`src/rtl/dram_dq_pkg.sv`:
```
package dram_dq_pkg;

   // Kind of memory cycle currently open
   typedef enum logic [1:0] {
      CYC_IDLE = 2'd0,   // row strobe high
      CYC_ROW  = 2'd1,   // normal row access
      CYC_RFSH = 2'd2    // column-before-row refresh
   } cyc_e;

   localparam int unsigned N_STROBES = 4;

   // Bit positions of the strobes inside the synchroniser vector
   localparam int unsigned IDX_RAS = 3;
   localparam int unsigned IDX_CAS = 2;
   localparam int unsigned IDX_WE  = 1;
   localparam int unsigned IDX_OE  = 0;

endpackage

```
`src/rtl/dram_dq_sync.sv`:
```
module dram_dq_sync #(
   parameter int unsigned N_SIG  = 4,
   parameter int unsigned STAGES = 2
) (
   input  logic             clk,
   input  logic             rst_n,
   input  logic [N_SIG-1:0] raw_n,
   output logic [N_SIG-1:0] lvl,
   output logic [N_SIG-1:0] on,
   output logic [N_SIG-1:0] off
);

   logic [N_SIG-1:0] synced_n;
   logic [N_SIG-1:0] prev_lvl;

   for (genvar g = 0; g < N_SIG; g++) begin : g_sig
      if (STAGES == 1) begin : g_single
         logic flop;
         always_ff @(posedge clk or negedge rst_n) begin
            if (!rst_n) flop <= 1'b1;
            else        flop <= raw_n[g];
         end
         assign synced_n[g] = flop;
      end else begin : g_chain
         logic [STAGES-1:0] chain;
         always_ff @(posedge clk or negedge rst_n) begin
            if (!rst_n) chain <= '1;
            else        chain <= {chain[STAGES-2:0], raw_n[g]};
         end
         assign synced_n[g] = chain[STAGES-1];
      end
   end

   always_ff @(posedge clk or negedge rst_n) begin
      if (!rst_n) prev_lvl <= '0;
      else        prev_lvl <= lvl;
   end

   assign lvl = ~synced_n;
   assign on  = lvl & ~prev_lvl;
   assign off = ~lvl & prev_lvl;

endmodule

```
`src/rtl/dram_dq_cycle.sv`:
```
module dram_dq_cycle
   import dram_dq_pkg::*;
(
   input  logic clk,
   input  logic rst_n,
   input  logic ras_on,
   input  logic ras_off,
   input  logic cas_lvl,
   input  logic cas_on,
   input  logic cas_off,
   input  logic we_lvl,
   input  logic drv_on,
   output cyc_e state,
   output logic row_act,
   output logic early,
   output logic held
);

   logic enter_rfsh;

   // Column strobe already low (not just falling) when the row strobe falls
   assign enter_rfsh = ras_on & cas_lvl & ~cas_on;

   // Row access in force at this edge, including the edge that opens it
   assign row_act = (state == CYC_ROW) | (ras_on & ~enter_rfsh);

   always_ff @(posedge clk or negedge rst_n) begin
      if (!rst_n) begin
         state <= CYC_IDLE;
      end else if (ras_on) begin
         state <= enter_rfsh ? CYC_RFSH : CYC_ROW;
      end else if (ras_off) begin
         state <= CYC_IDLE;
      end
   end

   always_ff @(posedge clk or negedge rst_n) begin
      if (!rst_n) begin
         early <= 1'b0;
      end else if (cas_off) begin
         early <= 1'b0;
      end else if (cas_on && row_act) begin
         early <= we_lvl;
      end
   end

   always_ff @(posedge clk or negedge rst_n) begin
      if (!rst_n) begin
         held <= 1'b0;
      end else if (cas_off) begin
         held <= 1'b0;
      end else if (ras_off && state != CYC_IDLE) begin
         held <= cas_lvl & (drv_on | held);
      end
   end

endmodule

```
`src/rtl/dram_dq_drive.sv`:
```
module dram_dq_drive #(
   parameter int unsigned DATA_W = 8
) (
   input  logic              clk,
   input  logic              rst_n,
   input  logic              row_act,
   input  logic              early,
   input  logic              held,
   input  logic              cas_lvl,
   input  logic              cas_on,
   input  logic              we_lvl,
   input  logic              we_on,
   input  logic              oe_lvl,
   input  logic [DATA_W-1:0] rd_data,
   output logic              dq_oe,
   output logic [DATA_W-1:0] dq_out,
   output logic              arr_we
);

   logic read_path;
   logic oe_nx;
   logic wr_nx;

   assign read_path = row_act & cas_lvl & ~we_lvl & (cas_on | ~early);
   assign oe_nx     = row_act ? (read_path & oe_lvl) : (held & cas_lvl & oe_lvl);
   assign wr_nx     = row_act & ((cas_on & we_lvl) |
                                 (cas_lvl & ~cas_on & we_on & ~early));

   always_ff @(posedge clk or negedge rst_n) begin
      if (!rst_n) begin
         dq_oe  <= 1'b0;
         arr_we <= 1'b0;
      end else begin
         dq_oe  <= oe_nx;
         arr_we <= wr_nx;
      end
   end

   always_ff @(posedge clk or negedge rst_n) begin
      if (!rst_n)         dq_out <= '0;
      else if (read_path) dq_out <= rd_data;
   end

endmodule

```
`src/rtl/dram_dq_ctrl.sv`:
```
module dram_dq_ctrl
   import dram_dq_pkg::*;
#(
   parameter int unsigned DATA_W      = 8,
   parameter int unsigned SYNC_STAGES = 2
) (
   input  logic              clk,
   input  logic              rst_n,
   input  logic              ras_n,
   input  logic              cas_n,
   input  logic              we_n,
   input  logic              oe_n,
   input  logic [DATA_W-1:0] rd_data,
   output logic              dq_oe,
   output logic [DATA_W-1:0] dq_out,
   output logic              arr_we
);

   if (DATA_W < 1) begin : g_bad_width
      $error("dram_dq_ctrl: DATA_W must be at least 1");
   end
   if (SYNC_STAGES < 1) begin : g_bad_sync
      $error("dram_dq_ctrl: SYNC_STAGES must be at least 1");
   end

   logic [N_STROBES-1:0] raw_n, lvl, on, off;
   cyc_e state;
   logic row_act, early, held;
   logic unused_edges;

   assign raw_n[IDX_RAS] = ras_n;
   assign raw_n[IDX_CAS] = cas_n;
   assign raw_n[IDX_WE]  = we_n;
   assign raw_n[IDX_OE]  = oe_n;

   assign unused_edges = ^{off[IDX_WE], off[IDX_OE], on[IDX_OE], lvl[IDX_RAS], state};

   dram_dq_sync #(.N_SIG(N_STROBES), .STAGES(SYNC_STAGES)) u_sync (
      .clk   (clk),
      .rst_n (rst_n),
      .raw_n (raw_n),
      .lvl   (lvl),
      .on    (on),
      .off   (off)
   );

   dram_dq_cycle u_cycle (
      .clk     (clk),
      .rst_n   (rst_n),
      .ras_on  (on[IDX_RAS]),
      .ras_off (off[IDX_RAS]),
      .cas_lvl (lvl[IDX_CAS]),
      .cas_on  (on[IDX_CAS]),
      .cas_off (off[IDX_CAS]),
      .we_lvl  (lvl[IDX_WE]),
      .drv_on  (dq_oe),
      .state   (state),
      .row_act (row_act),
      .early   (early),
      .held    (held)
   );

   dram_dq_drive #(.DATA_W(DATA_W)) u_drive (
      .clk     (clk),
      .rst_n   (rst_n),
      .row_act (row_act),
      .early   (early),
      .held    (held),
      .cas_lvl (lvl[IDX_CAS]),
      .cas_on  (on[IDX_CAS]),
      .we_lvl  (lvl[IDX_WE]),
      .we_on   (on[IDX_WE]),
      .oe_lvl  (lvl[IDX_OE]),
      .rd_data (rd_data),
      .dq_oe   (dq_oe),
      .dq_out  (dq_out),
      .arr_we  (arr_we)
   );

endmodule

```
`config.mk`:
```
export PLATFORM = sky130hd
export DESIGN_NAME = dram_dq_ctrl
export DESIGN_NICKNAME = d
export VERILOG_FILES = /design/src/rtl/dram_dq_pkg.sv /design/src/rtl/dram_dq_sync.sv /design/src/rtl/dram_dq_cycle.sv /design/src/rtl/dram_dq_drive.sv /design/src/rtl/dram_dq_ctrl.sv
export SDC_FILE = /design/constraint.sdc
export NUM_CORES = 1
export LEC_CHECK = 0
export BUFFER_PORTS_ARGS = -buffer_cell sky130_fd_sc_hd__buf_2
export CORE_MARGIN = 4
export CORE_UTILIZATION = 25
export DETAILED_ROUTE_END_ITERATION = 10
export GPL_TIMING_DRIVEN = 0
export PLACE_DENSITY = 0.56
export SETUP_SLACK_MARGIN = 0.05
export SYNTH_ARGS = -nofsm -noshare
export SYNTH_HDL_FRONTEND = slang
export SYNTH_SLANG_ARGS = --single-unit
```
`constraint.sdc`:
```
create_clock -name clk -period 1.4 [get_ports clk]
set_input_delay 0.21 -clock clk [delete_from_list [all_inputs] [get_ports clk]]
set_output_delay 0.21 -clock clk [all_outputs]
set_load 0.1 [all_outputs]
```
==> flow_summary.ini <==
[finish]
drive_gt1_share_pct = 37.2
final_cell_mix = nand2_1 (21), dfrtp_1 (16), buf_2 (15)
final_cells = 231
final_common_cell = nand2_1
design_area_um2 = 1720
diodes = 0
syn_to_final_growth_pct = 36.0
nets = 181

[detailed_routing]
remaining_drc_errors = 0
drt-initial-drc-count = 70
antenna_left = 0
avgRoutedWirePerCell_um = 13.6
avgViaCountPerCell = 4.74
routed_wirelength_um = 3140
first_pass_iters = 4
vias = 1096

[global_route]
grt-ovfl-total = 0
grt_max_degree = 26
antenna_found_initial = 0
grt.total_usage_pct = 10.4
grt_first_pass_wirelength_um = 5260
grt_pass1_vias = 1154

[clock_network]
cts_root_buffer = clkbuf_8
clkSinkCount = 25
cts_tree = done
ctsHtreeMaxLevel = 1
clockBufferDepth = 2
numCtsBuffers = 3
clkTransAtPathRegs_ps = 90
clock_latency_ps = 270

[power]
total_power_w = 0.00182
ir_drop_uv = 522
p_leak_nw = 0.727
power-per-cell-area_nw_per_um2 = 1060

[status]
outcome = completed

[sta]
relSlewSlack_pct = 62.4
hold_viol_final = 0
worst_pin_slew_ps = 564
fin_crit_sh_pct = 93.6
rsz0062_at_grt = yes
fin_skew_ps = 1.27
max_freq_mhz = 763
setup_viol = 0
setup_tns_ps = 0
drv_slew = 0
min_period_ps = 1310

[die]
coreArea_um2 = 4820
start_util_pct = 26.2
die_area_um2 = 6260
io_pins = 24
die_h_um = 79.1
dieWidth_um = 79.1
rows = 25

[logic_synthesis]
ys_ff_latch = 25
netlist_instances = 127
ys_types = 26
synth_top_area_share_pct = 33.7
synth-seq-area-share_pct = 50.3
yosysWarnings = 0
synthesis.area_um2 = 1260
synthTopCellsByArea = dfrtp_1 (34%), dfstp_2 (17%), o311a_1 (6.3%), nand2_1 (6.2%), nand2b_1 (5.0%)
avgSynthCellArea_um2 = 9.95
syn_nets = 143
netlist.top_cell.by_area = dfrtp_1

[critical_path]
r2r_start = u_cycle.early$_DFFE_PN0P_
cp_max_fo = 9
critPathRequiredTime_ps = 1610
cp_top_family = flip-flops
critPathKind = flip-flop to flip-flop
critical_path_buf_inv_count = 2
slowest_stage = dfrtp_1
cp.arrival_ps = 1520
regToRegSetupSlack_ps = 90
cp_cell_sequence = and2_4, buf_6, buf_8, o311a_1, nand3_1
cp-end-kind = flip-flop
cp-start-kind = flip-flop
setup.worst_path.start = u_cycle.early$_DFFE_PN0P_
max_stage_delay_ps = 420

[place]
routabilityCongestion = 0.723
hpwl_um = 2040
dpl_cell_area_um2 = 1480
dp_cells = 217
portBuffers = 23

[worst_hold_path]
worstHoldStart = we_n
hp-class = input pin to flip-flop

[job]
cap_violations = 0
-- area by class of cell --
type                            instances  area [um^2]
Clock buffer                            3         41.3
Timing Repair Buffer                   34          241
Multi-Input combinational cell         84          569
Sequential cell                        25          637
Clock inverter                          1         8.76
Fill cell                             504         3100
Tap cell                               67         83.8
Inverter                                8         30.0
Buffer                                  9          108
-- kinds of logic (layout without fill, tap and decap cells) --
logic type / count (synthesis) / after routing / synth area share [%]
and+or+nand+nor: 53 / 53 / 22.5
DFF: 25 / 25 / 50.3
adders and majority gates: 2 / 2 / 1.98
buffers and inverters: 18 / 55 / 7.03
AOI/OAI and AO/OA: 29 / 29 / 18.2
-- flip-flops by register name (all words and copies together) (netlist names) --
name                        count
u_cycle.state                   2
u_sync.g_sig.g_chain.chain      8
u_drive.arr_we                  1
u_sync.prev_lvl                 3
u_cycle.held                    1
u_drive.dq_out                  8
u_drive.dq_oe                   1
u_cycle.early                   1
-- where the power goes --
group / total, W / internal (W) / switching, W
clock network: 0.000459 / 0.000209 / 0.000250
registers: 0.000824 / 0.000781 / 0.0000428
logic: 0.000533 / 0.000193 / 0.000340
-- worst reg2reg max path, delay by kind of cell, from the launching register on --
kind | cells | cell delay [ps]
simple gates | 2 | 250
flops | 1 | 420
buf+inv | 2 | 270
compound gates | 1 | 320
-- metrics by stage --
step	setup slack, ps	utilization (%)	hold slack [ps]
finish	90.2	35.7	23.9
global route	29.6	35.7	11.8
detailed placement	-168	30.6	237
floorplan	61.4	-	-85.6
global placement	-158	30.6	239
CTS	52.2	33.3	16.1
-- path summary, 6_finish.rpt --
path / endpoint / cells after the start
worst min-delay path: u_sync.g_sig[1].g_chain.chain[0]$_DFF_PN1_ / 1
worst min register to register: u_sync.g_sig[1].g_chain.chain[1]$_DFF_PN1_ / 0
worst max register to register: u_drive.dq_out[3]$_DFFE_PN0P_ / 5
min in group asynchronous: u_drive.dq_out[4]$_DFFE_PN0P_ / 2
worst max-delay path: u_drive.dq_out[3]$_DFFE_PN0P_ / 5
max in group asynchronous: u_sync.prev_lvl[2]$_DFF_PN0_ / 2
-- Yosys cell counts, drive strengths merged --
master and instances:
o311ai 1, dfrtp 17, o31ai 1, buf 7, nand3b 8, a21oi 2, o311a 8, and2 1
o2111ai 2, nand3 9, dfstp 8, o32ai 1, nor2 1, nor2b 2, ha 2, o21ai 3
clkbuf 3, o21a 2, and4bb 1, o211ai 8, nand2 21, nand2b 10, a211oi 1, inv 8
-- what timing repair did --
item | in CTS | in global routing
endpoints found under the hold margin | 17 | 0
cloned | 0 | 1
endpoints found under the setup margin | 14 | 16
buffers inserted | 3 | 6
resized for setup | 18 | 16
pin swaps | 1 | 5
hold buffers | 1 | 0
-- per-layer routing --
metal  share of wire [%]  vias to the layer above  GRT usage [%]
met2                  48                       30           16.9
met4                0.64                        0           3.26
met3                 3.4                        2           1.36
met1                  48                      539           14.2
met5                   0                        -              0
li1                    -                      525              -
No activity file was read; power rests on OpenSTA's default activity.
